===== config.mk =====
export PLATFORM = sky130hd
export DESIGN_NAME = scan_timing_ctrl
export DESIGN_NICKNAME = d
export VERILOG_FILES = /design/src/rtl/scan_pkg.sv /design/src/rtl/scan_hgen.sv /design/src/rtl/scan_vfsm.sv /design/src/rtl/scan_addr.sv /design/src/rtl/scan_timing_ctrl.sv
export SDC_FILE = /design/constraint.sdc
export NUM_CORES = 1
export LEC_CHECK = 0
export BUFFER_PORTS_ARGS = -buffer_cell sky130_fd_sc_hd__buf_4
export CAP_MARGIN = 15
export CORE_MARGIN = 1.5
export CORE_UTILIZATION = 54
export CTS_CLUSTER_DIAMETER = 30
export DETAILED_ROUTE_END_ITERATION = 8
export GPL_ROUTABILITY_DRIVEN = 1
export PLACE_DENSITY = 0.81
export SETUP_SLACK_MARGIN = 0.2
export SYNTH_ARGS = -nofsm -noshare
export SYNTH_HDL_FRONTEND = slang
export SYNTH_SLANG_ARGS = --single-unit

===== constraint.sdc =====
create_clock -name clk -period 8.1 [get_ports clk]
set_input_delay 0.405 -clock clk [delete_from_list [all_inputs] [get_ports clk]]
set_output_delay 0.405 -clock clk [all_outputs]
set_load 0.05 [all_outputs]

===== src/rtl/scan_pkg.sv =====
package scan_pkg;

    typedef enum logic [1:0] {
        RG_BACK   = 2'd0,
        RG_ACTIVE = 2'd1,
        RG_FRONT  = 2'd2,
        RG_SYNC   = 2'd3
    } region_e;

    typedef struct packed {
        logic load;
        logic step;
    } addr_cmd_t;

    localparam int ADDR_MAX_W = 32;

    // Step a row address inside a circular buffer.
    function automatic logic [ADDR_MAX_W-1:0] fold_step(
        input logic [ADDR_MAX_W-1:0] base,
        input logic [ADDR_MAX_W-1:0] step,
        input logic [ADDR_MAX_W-1:0] limit,
        input logic [ADDR_MAX_W-1:0] span
    );
        logic [ADDR_MAX_W-1:0] sum;
        sum = base + step;
        if (sum >= limit) begin
            sum = sum - span;
        end
        return sum;
    endfunction

endpackage


===== src/rtl/scan_hgen.sv =====
module scan_hgen #(
    parameter int HW = 12
) (
    input  logic          clk,
    input  logic          rst,
    input  logic [HW-1:0] period,
    input  logic [HW-1:0] hs_begin,
    input  logic [HW-1:0] hs_finish,
    output logic          hsync_n,
    output logic          line_start,
    output logic          line_end,
    output logic          sync_evt
);
    logic [HW-1:0] hcnt;

    assign line_end = (hcnt == period);
    assign sync_evt = (hcnt == hs_begin);

    always_ff @(posedge clk) begin
        if (rst) begin
            hcnt       <= '0;
            line_start <= 1'b0;
            hsync_n    <= 1'b1;
        end else begin
            hcnt       <= line_end ? '0 : hcnt + 1'b1;
            line_start <= line_end;
            if (sync_evt) begin
                hsync_n <= 1'b0;
            end else if (hcnt == hs_finish) begin
                hsync_n <= 1'b1;
            end
        end
    end

    p_pulse_width_r2: assert property (@(posedge clk) disable iff (rst)
        (line_start && period != '0) |=> !line_start);

    p_hs_fall_r3: assert property (@(posedge clk) disable iff (rst)
        sync_evt |=> !hsync_n);

    p_hs_rise_r3: assert property (@(posedge clk) disable iff (rst)
        (hcnt == hs_finish && !sync_evt) |=> hsync_n);

endmodule


===== src/rtl/scan_vfsm.sv =====
module scan_vfsm
    import scan_pkg::*;
#(
    parameter int VW = 11,
    parameter int RW = 4
) (
    input  logic          clk,
    input  logic          rst,
    input  logic          sync_evt,
    input  logic          line_end,
    input  logic [VW-1:0] vis_first,
    input  logic [VW-1:0] front_first,
    input  logic [VW-1:0] vs_first,
    input  logic [VW-1:0] vs_last,
    input  logic [RW-1:0] row_repeat,
    output logic          visible,
    output logic          vsync_n,
    output addr_cmd_t     cmd
);
    region_e       region;
    logic [VW-1:0] line;
    logic [VW-1:0] line_nxt;
    logic [RW-1:0] rep_phase;
    logic [RW-1:0] rep_nxt;
    logic [RW:0]   rep_inc;
    logic          vs_target;

    always_comb begin
        line_nxt = line + 1'b1;
        rep_inc  = {1'b0, rep_phase} + 1'b1;
        rep_nxt  = (rep_inc >= {1'b0, row_repeat}) ? '0 : rep_inc[RW-1:0];
        cmd.load = sync_evt && (region == RG_BACK) && (line_nxt >= vis_first);
        cmd.step = sync_evt && (region == RG_ACTIVE) && (line_nxt < front_first)
                   && (rep_nxt == '0);
    end

    always_ff @(posedge clk) begin
        if (rst) begin
            region    <= RG_BACK;
            line      <= '0;
            rep_phase <= '0;
            vs_target <= 1'b1;
            vsync_n   <= 1'b1;
            visible   <= 1'b0;
        end else begin
            if (line_end) begin
                vsync_n <= vs_target;
            end
            if (sync_evt) begin
                line      <= line_nxt;
                rep_phase <= rep_nxt;
                unique case (region)
                    RG_BACK: if (line_nxt >= vis_first) begin
                        region  <= RG_ACTIVE;
                        visible <= 1'b1;
                    end
                    RG_ACTIVE: if (line_nxt >= front_first) begin
                        region  <= RG_FRONT;
                        visible <= 1'b0;
                    end
                    RG_FRONT: if (line_nxt >= vs_first) begin
                        region    <= RG_SYNC;
                        vs_target <= 1'b0;
                    end
                    RG_SYNC: if (line_nxt >= vs_last) begin
                        region    <= RG_BACK;
                        line      <= '0;
                        rep_phase <= '0;
                        vs_target <= 1'b1;
                    end
                    default: region <= RG_BACK;
                endcase
            end
        end
    end

    p_vis_on_event_r4: assert property (@(posedge clk) disable iff (rst)
        !$stable(visible) |-> $past(sync_evt));

    p_vsync_at_line_r8: assert property (@(posedge clk) disable iff (rst)
        !$stable(vsync_n) |-> $past(line_end));

    p_restart_r9: assert property (@(posedge clk) disable iff (rst)
        (region == RG_SYNC && sync_evt && line_nxt >= vs_last) |=> (region == RG_BACK));

endmodule


===== src/rtl/scan_addr.sv =====
module scan_addr
    import scan_pkg::*;
#(
    parameter int AW = 24
) (
    input  logic          clk,
    input  logic          rst,
    input  addr_cmd_t     cmd,
    input  logic [AW-1:0] base_start,
    input  logic [AW-1:0] row_bytes,
    input  logic [AW-1:0] base_limit,
    input  logic [AW-1:0] span,
    output logic [AW-1:0] line_addr
);
    localparam int PAD = ADDR_MAX_W - AW;

    logic [ADDR_MAX_W-1:0] stepped;

    always_comb begin
        stepped = fold_step({{PAD{1'b0}}, line_addr}, {{PAD{1'b0}}, row_bytes},
                            {{PAD{1'b0}}, base_limit}, {{PAD{1'b0}}, span});
    end

    always_ff @(posedge clk) begin
        if (rst) begin
            line_addr <= '0;
        end else if (cmd.load) begin
            line_addr <= base_start;
        end else if (cmd.step) begin
            line_addr <= stepped[AW-1:0];
        end
    end

    p_load_start_r5: assert property (@(posedge clk) disable iff (rst)
        cmd.load |=> (line_addr == $past(base_start)));

    p_hold_r6: assert property (@(posedge clk) disable iff (rst)
        !(cmd.load || cmd.step) |=> $stable(line_addr));

    p_fold_r7: assert property (@(posedge clk) disable iff (rst)
        (cmd.step && $stable(base_limit) && line_addr < base_limit && row_bytes <= span)
        |=> (line_addr < base_limit));

endmodule


===== src/rtl/scan_timing_ctrl.sv =====
module scan_timing_ctrl
    import scan_pkg::*;
#(
    parameter int HW = 12,
    parameter int VW = 11,
    parameter int RW = 4,
    parameter int AW = 24
) (
    input  logic          clk,
    input  logic          rst,
    input  logic [HW-1:0] cfg_line_period,
    input  logic [HW-1:0] cfg_hs_begin,
    input  logic [HW-1:0] cfg_hs_finish,
    input  logic [VW-1:0] cfg_vis_first,
    input  logic [VW-1:0] cfg_front_first,
    input  logic [VW-1:0] cfg_vs_first,
    input  logic [VW-1:0] cfg_vs_last,
    input  logic [RW-1:0] cfg_row_repeat,
    input  logic [AW-1:0] cfg_base_start,
    input  logic [AW-1:0] cfg_row_bytes,
    input  logic [AW-1:0] cfg_base_limit,
    input  logic [AW-1:0] cfg_span,
    output logic          hsync_n,
    output logic          vsync_n,
    output logic          visible,
    output logic          line_start,
    output logic [AW-1:0] line_addr
);
    logic      line_end;
    logic      sync_evt;
    addr_cmd_t cmd;

    u_hgen_chk: assert final (AW <= ADDR_MAX_W);

    scan_hgen #(.HW(HW)) u_hgen (
        .clk        (clk),
        .rst        (rst),
        .period     (cfg_line_period),
        .hs_begin   (cfg_hs_begin),
        .hs_finish  (cfg_hs_finish),
        .hsync_n    (hsync_n),
        .line_start (line_start),
        .line_end   (line_end),
        .sync_evt   (sync_evt)
    );

    scan_vfsm #(.VW(VW), .RW(RW)) u_vfsm (
        .clk         (clk),
        .rst         (rst),
        .sync_evt    (sync_evt),
        .line_end    (line_end),
        .vis_first   (cfg_vis_first),
        .front_first (cfg_front_first),
        .vs_first    (cfg_vs_first),
        .vs_last     (cfg_vs_last),
        .row_repeat  (cfg_row_repeat),
        .visible     (visible),
        .vsync_n     (vsync_n),
        .cmd         (cmd)
    );

    scan_addr #(.AW(AW)) u_addr (
        .clk        (clk),
        .rst        (rst),
        .cmd        (cmd),
        .base_start (cfg_base_start),
        .row_bytes  (cfg_row_bytes),
        .base_limit (cfg_base_limit),
        .span       (cfg_span),
        .line_addr  (line_addr)
    );

    p_reset_state_r1: assert property (@(posedge clk)
        rst |=> (hsync_n && vsync_n && !visible && !line_start && line_addr == '0));

endmodule


## After elaboration in Yosys (flattened, before gate mapping)

Cells that the tools add are included.

| word-level totals | value |
|---|---|
| register bits after elaboration | 58 |
| input bits | 182 |
| output and inout bits | 28 |
| logic and storage cells | 68 |

| operators by class | value |
|---|---|
| add/subtract/negate cells | 5 |
| magnitude comparators | 7 |
| eq/ne operators | 10 |
| muxes and demuxes | 21 |
| reductions and logical operators | 15 |

Operators with widths:

| kind | number |
|---|---|
| $mux 24 | 3 |
| $ge 11x11->1 | 4 |
| $eq 12x12->1 | 3 |
| $add 24x24->25 | 1 |
| $ge 25x24->1 | 1 |
| $sub 24x24->24 | 1 |
| $mux 11 | 2 |
| $add 12x1->12 const B | 1 |
| $mux 4 | 3 |
| $add 11x1->11 const B | 1 |
| $lt 11x11->1 | 1 |
| $mux 2 | 4 |
| $pmux 2 s4 | 1 |
| $reduce_and 4->1 | 2 |
| $reduce_bool 2->1 | 4 |
| $mux 1 | 6 |
| $add 4x1->5 const B | 1 |
| $ge 5x4->1 | 1 |
| $logic_and 1x1->1 | 5 |
| $reduce_and 5->1 | 1 |
| $eq 2x2->1 const B | 2 |
| $logic_not 4->1 | 1 |
| $ne 2x1->1 const B | 2 |
| $ne 2x2->1 const B | 2 |
| other kinds (4) | 5 |

## Logic depth before layout (Yosys ltp)

Gate-level depths: netlist of the first run.

| depth | value |
|---|---|
| depth after elaboration | 7 |
| mapped depth | 21 |
| depth with buffers taken out | 20 |

## Hierarchy

A second synthesis of the first run with hierarchy kept.

| second synthesis, totals | value |
|---|---|
| cell total of the unflattened synthesis | 1,010 |
| area total of the unflattened synthesis | 7,858.8 sq um |

Modules (own cells, without submodules):

| module | instances | cells an instance | area each (sq um) | sequential area each (sq um) |
|---|---|---|---|---|
| scan_addr | 1 | 592 | 4,290.4 | 480.5 |
| scan_vfsm | 1 | 300 | 2,368.5 | 400.4 |
| scan_hgen | 1 | 118 | 1,199.9 | 280.3 |

## Worst setup path after synthesis of the first run

Ideal clock, no wire load.

| timing path | value |
|---|---|
| kind | register to register |
| from | register u_addr.line_addr[0] |
| to | register u_addr.line_addr[18] |
| setup time | 0.114 ns |
| data arrival time | 4.393 ns |
| required time | 7.986 ns |
| slack | 3.593 ns |
| stages on the path, launching flop included | 19 |
| clock period less this slack | 4.507 ns |
| cell sequence | dfxtp_1 > ha_1 > fa_1 > a211oi_1 > o211ai_1 > a22oi_1 > a21oi_1 > a31oi_1 > o211ai_1 > ha_1 > nand4_1 > nor4_1 > nand3_1 > a31o_2 > and3_1 > nand2_1 > buf_4 > mux2_2 > a21o_1 |

| on the way | value |
|---|---|
| cells in the longest elaborated chain, start to end | 5 |
| elaborated cells between the ends (all ways) | 6 |
| classes of those cells | 2 x add/sub; 1 x order compare; 3 x mux |

Ends and longest elaborated chain:

| item | line | RTL |
|---|---|---|
| start: declaration | scan_addr.sv:13 | `output logic [AW-1:0] line_addr` |
| start signal: assignment | scan_addr.sv:28 | `line_addr <= base_start;` |
| start signal: assignment | scan_addr.sv:30 | `line_addr <= stepped[AW-1:0];` |
| $add 24x24->25 (*) | scan_pkg.sv:25 | `sum = base + step;` |
| $sub 24x24->24 or $ge 25x24->1 (tied branches) | scan_pkg.sv:27, scan_pkg.sv:26 |  |
| $mux 24 (*) | scan_pkg.sv:26 | `if (sum >= limit) begin` |
| $mux 24 (*) | scan_addr.sv:29 | `end else if (cmd.step) begin` |
| $mux 24 (*) | scan_addr.sv:27 | `end else if (cmd.load) begin` |

Every way passes the cells marked *; elsewhere a longest branch is shown, timed or not. The select of a mux whose other input is x is not followed.
A chain may end at the register's enable or synchronous reset.

## Worst setup path after layout of the first run

| timing path | value |
|---|---|
| from | register u_addr.line_addr[0] |
| to | register u_addr.line_addr[17] |

Same word-level chain as after synthesis.

==> run metrics, run 1 <==
Initial Utilization 0.554; # rows 43; slowest CP cell nand2_1; post-cts sizing count 0; R2R depth 18; crit start category register; largest net degree at the start of global routing 37; DR pass1 iterations 5; min cycle time layout 5.31 ns; initial drt markers 583; first-pass GRT wire length 35500 µm; Detail Route Antenna Nets 0; P_int 751 µW; GR Util All Layers 0.299; nature of the critical path endpoint register; Avg WL per Cell 16.0 µm; Tot Pwr 1050 µW; port bufs 209; Final Non-Filler Cells 1395; status complete, no violations; gate count after technology mapping 1024; Fin. Hold Viols 0; Total Wirelength 22400 µm; critical path type register to register; via count 7953; Final HPWL DP 18200 µm; clock power share 0.435; Hold Buf Count CTS 0; Yosys reg bits 58; fin crit share 0.655; worst vdd ir 0.102 mV; Area growth syn-to-layout 25.9%; top cell type's share of synthesized area 0.205; CTS tree done; post-synthesis xor/xnor area fraction 0.106; critical-path cell list ha_1, fa_1, a211oi_1, o211ai_1, a22oi_1, a21oi_1, a31oi_1, o211ai_1, ha_1, nand4_1, nor4_1, nand3_1, a31o_2, and3_1, nand2_1, mux2_2, mux2i_1, o21ai_0; Chip Height 122 µm; Die Wd 122 µm; Seq pwr share 0.276; GRT overflow 0; vias in the first global route 7517; Buf+Inv Stages, Crit Path 0; synthesized area per cell 7.51 µm²; Pins Over Slew Limit 0; EDFF count, synth 0; crit path max fanout 21; H-tree levels 3; # fillers 1241; diode count 0; post-synthesis simple-gate area fraction 0.203; skew final 0.0116 ns; most common cell after layout, fill and taps aside buf_4; Post-CTS Setup Inserts 0; synthesized cell area 7690 µm²; Final GP Congestion 0.954; Max Root-Sink Buffers 2; post-synthesis sequential area ratio 0.151; most frequent cells in the layout buf_4 (213), ha_1 (126), inv_1 (110); vias per cell 5.70; Leakage 0.00503 µW; Net Sw Frac 0.285; Comb pwr share 0.289; Worst Hold Class input pin to register; Synth Flop Type dfxtp_1; Num CTS Buffers 9; Synth area leader ha_1; core box area 13900 µm²; Worst path max stage delay 0.77 ns; nets@finish 1520; CTS root buffer clkbuf_16; top post-synthesis cells by area ha_1 (21%), dfxtp_1 (15%), xor2_1 (7.0%), a21oi_1 (5.9%), inv_1 (5.4%); mux cell area share after synthesis 0.0212; DIE AREA 15000 µm²; Largest delay share family, worst path compound AO/OA/AOI/OAI gates; pin slew with the least headroom to its limit 1.03 ns; final setup TNS 0 ns; Adder-Cell Fraction of Synth Area 0.210; antenna violations before repair 0; Synth Area in Compound Gates 0.229; fmax 188 MHz; Max-Cap Viols 0; DP Cell Count 1378; Ports 210; Worst Hold Depth 3; cell count along the critical path 18; PD cells 109 nW/µm²; largest family of logic cells by synthesized area compound AO/OA/AOI/OAI gates; CP required 8.31 ns; worst skew pair latency 0.33 ns; clock sinks 58; RSZ-0062 raised after global routing false; Max-slew headroom 0.310; register clock-pin slew on the reported worst setup and hold paths 0.06 ns; count of cell types in the netlist 66; Final Setup Violations 0; Mapped Nets 1334; FFs w/ async S/R, synth 0; fraction of layout cells with a size suffix above 1 0.205; critical path arrival 5.52 ns; drt drc 0; Synth warnings 0; FF-to-FF setup slack 2.79 ns; Net Switching 300 µW
[worst min-delay path, stage by stage]
cell and delay, ns:
buf_4 0.08, nand3_1 0.05, o21ai_0 0.06
[metrics by stage]
stage	cell area (µm²)	utilization	worst slack (ns)	hold WS, ns
2_1_floorplan	7690	-	3.59	0.444
3_3_place_gp	9320	0.671	2.72	0.454
3_5_place_dp	9320	0.671	2.63	0.459
4_1_cts	9670	0.697	2.80	0.291
5_1_grt	9680	0.697	2.26	0.308
6_report	9680	0.697	2.79	0.298
[final cells by class]
class / count / area (µm²) / area share
sequential: 58 / 1160 / 0.120
timing repair buffer: 213 / 1600 / 0.165
inverter: 111 / 417 / 0.0431
multi-input combinational: 817 / 5920 / 0.612
tap: 180 / 225 / 0.0233
clock buffer: 11 / 253 / 0.0261
clock inverter: 5 / 100 / 0.0103
[cells in the mapped netlist (all sizes together), types with 12 or more instances]
cell type / instances
ha: 126
inv: 110
a21oi: 91
nand2: 86
nor2: 65
xor2: 61
dfxtp: 58
o21ai: 52
nand3: 51
a21o: 32
xnor2: 32
clkbuf: 24
nand4: 20
nor3: 18
buf: 14
mux2i: 14
o211ai: 14
and3: 13
nand2b: 12
nor4: 12
[metal layers]
| layer | part of all wire | GRT usage | wire length, µm |
|---|---|---|---|
| met5 | 0 | 0 | 0 |
| met4 | 0.025 | 0.0952 | 567 |
| met3 | 0.071 | 0.0432 | 1580 |
| met2 | 0.47 | 0.515 | 10600 |
| met1 | 0.43 | 0.385 | 9600 |
[sequential cells by signal, summed over array words and instances, names as in the netlist, 2 cells and up]
name	cells
u_addr.line_addr	24
u_hgen.hcnt	12
u_vfsm.line	11
u_vfsm.rep_phase	4
u_vfsm.region	2
[cells by family after synthesis]
kind of cell	Yosys count
AOI/OAI and AO/OA	273
xor gates and xnor gates	93
adders and majority gates	128
buffers and inverters	149
DFF	58
muxes	16
and+or+nand+nor	307
[power by group through the flow]
stage	combinational, µW	clock, µW	sequential, µW
6_report	304	457	290
5_1_grt	334	472	290
4_1_cts	300	461	290
3_5_place_dp	298	0	296
3_3_place_gp	295	0	296
2_1_floorplan	182	0	294
[final timing paths]
kind | to | startpoint
worst min-delay path | u_addr.line_addr[17] | cfg_base_start[17]
worst max register to register | u_addr.line_addr[17] | u_addr.line_addr[0]
worst min register to register | u_vfsm.line[10] | u_vfsm.line[10]
worst max-delay path | u_addr.line_addr[17] | u_addr.line_addr[0]
No activity file was read; power rests on OpenSTA's default activity.
==> run 2: changes to the inputs <==
Clock period 8.1 ns to 5 ns, I/O delays scaled along.
==> run 2 against run 1 <==
  * Die area stayed put
  * Utilization up 1.1 points
  * Non-clock buffer count grew 14
  * Wire length is 1.5% higher
  * Global-route usage grew 0.27 points
  * Register-to-register slack worse by 2.4 ns
  * Sequential cell count stayed put
  * Critical path type unchanged
  * Largest cell class unchanged
==> run metrics, run 2 (synthesis results as in run 1) <==
Final HPWL DP 18400 µm; clock power share 0.426; critical path arrival 4.79 ns; first-pass GRT wire length 36100 µm; worst skew pair latency 0.33 ns; hold wc startpoint cfg_base_start[10]; most common cell after layout, fill and taps aside buf_4; fmax 218 MHz; FF+latch area 1160 µm²; FF-to-FF Start u_addr.line_addr[12]; Pins Over Slew Limit 0; GRT overflow 0; vias in the first global route 7858; Initial Utilization 0.554; Max-Cap Viols 0; Critical Path Source u_addr.line_addr[12]; Ports 210; most frequent cells in the layout buf_4 (226), ha_1 (125), inv_1 (110); FF-to-FF setup slack 0.42 ns; Biggest register u_addr.line_addr; min cycle time layout 4.58 ns; drt drc 0; core box area 13900 µm²; Area growth syn-to-layout 27.9%; nature of the critical path endpoint register; Max-slew headroom 0.509; antenna violations before repair 0; Leakage 0.00510 µW; crit path max fanout 11; Max Root-Sink Buffers 2; clock sinks 58; crit start category register; CP required 5.20 ns; RSZ-0062 raised after global routing true; DIE AREA 15000 µm²; DR pass1 iterations 5; H-tree levels 3; Detail Route Antenna Nets 0; Hold Buf Count CTS 0; top flop regs u_addr.line_addr (24), u_hgen.hcnt (12), u_vfsm.line (11); Final GP Congestion 0.958; final setup TNS 0 ns; Seq pwr share 0.278; critical path type register to register; Fin. Hold Viols 0; pin slew with the least headroom to its limit 0.718 ns; GR Util All Layers 0.302; via count 8161; # fillers 1201; Num CTS Buffers 9; Net Switching 488 µW; worst vdd ir 0.145 mV; Total Wirelength 22700 µm; largest net degree at the start of global routing 37; Avg WL per Cell 16.1 µm; Die Wd 122 µm; CTS tree done; P_int 1200 µW; multi-input logic area 5980 µm²; port bufs 209; Chip Height 122 µm; Net Sw Frac 0.290; diode count 0; skew final 0.0109 ns; CTS root buffer clkbuf_16; Comb pwr share 0.296; fraction of layout cells with a size suffix above 1 0.224; nets@finish 1534; share of the core filled with cells 0.708; PD cells 171 nW/µm²; initial drt markers 579; # rows 43; register clock-pin slew on the reported worst setup and hold paths 0.06 ns; status complete, no violations; max FFs per register 24; fin crit share 0.917; Final Setup Violations 0; vias per cell 5.79; Worst Hold Class input pin to register
## run 2: cell count changes in the layout (fill, tap and decap cells not counted), sizes merged
cell / change
clkinv: +2
clkbuf: -2
buf: +14
## run 2: metrics by stage
stage          power [µW]  cells  setup slack [ns]  area, µm²  hold slack, ns
6_report             1690   1409             0.416       9830           0.149
4_1_cts              1680   1408             0.290       9780           0.148
3_3_place_gp          958   1392             0.248       9420           0.454
5_1_grt              1760   1409             0.148       9830           0.159
3_5_place_dp          965   1392             0.127       9420           0.465
2_1_floorplan         772   1024             0.493       7690           0.380
## run 2: area by class of cell
type                       instances  share of cell area
timing repair buffer             227               0.174
sequential                        58               0.118
inverter                         111              0.0424
multi-input combinational        817               0.608
tap                              180              0.0229
clock inverter                     7              0.0120
clock buffer                       9              0.0229
## run 2: final timing paths
| kind | to | cells after the start |
|---|---|---|
| setup reg to reg | u_addr.line_addr[17] | 20 |
| hold / removal | u_addr.line_addr[10] | 3 |
| hold reg to reg | u_vfsm.line[10] | 2 |
| setup / recovery | u_addr.line_addr[17] | 20 |
## run 2: repair_timing
action                     4_1_cts  5_1_grt
pin swaps                        0        7
gates resized for setup          3       12
buffers inserted                 0        1
setup endpoints to repair        1       21
## run 2: metal layers
layer	share of wire	GRT usage	routed length, µm
met3	0.076	0.0404	1720
met2	0.47	0.522	10700
met5	0	0	0
met4	0.037	0.134	838
met1	0.42	0.374	9460
## run 2: power groups by stage
stage          Clock (µW)  Combinational, µW  Sequential (µW)
2_1_floorplan           0                295              476
3_3_place_gp            0                479              479
3_5_place_dp            0                485              479
4_1_cts               725                489              469
5_1_grt               744                550              470
6_report              718                499              469
## run 2: worst max-delay path: stages, from the launching register on
cell       delay (ns)
dfxtp_1          0.33
ha_1             0.36
a2111oi_2        0.37
and3_1           0.25
nand2_2          0.10
nand4_1          0.15
a21oi_2          0.09
a21o_1           0.21
a21oi_1          0.21
xnor2_1          0.15
ha_1             0.33
nand4_1          0.17
nor4_2           0.28
nand3_1          0.12
a31o_2           0.27
and3_1           0.21
nand2_1          0.11
buf_6            0.17
mux2_2           0.34
mux2i_1          0.14
o21ai_0          0.09
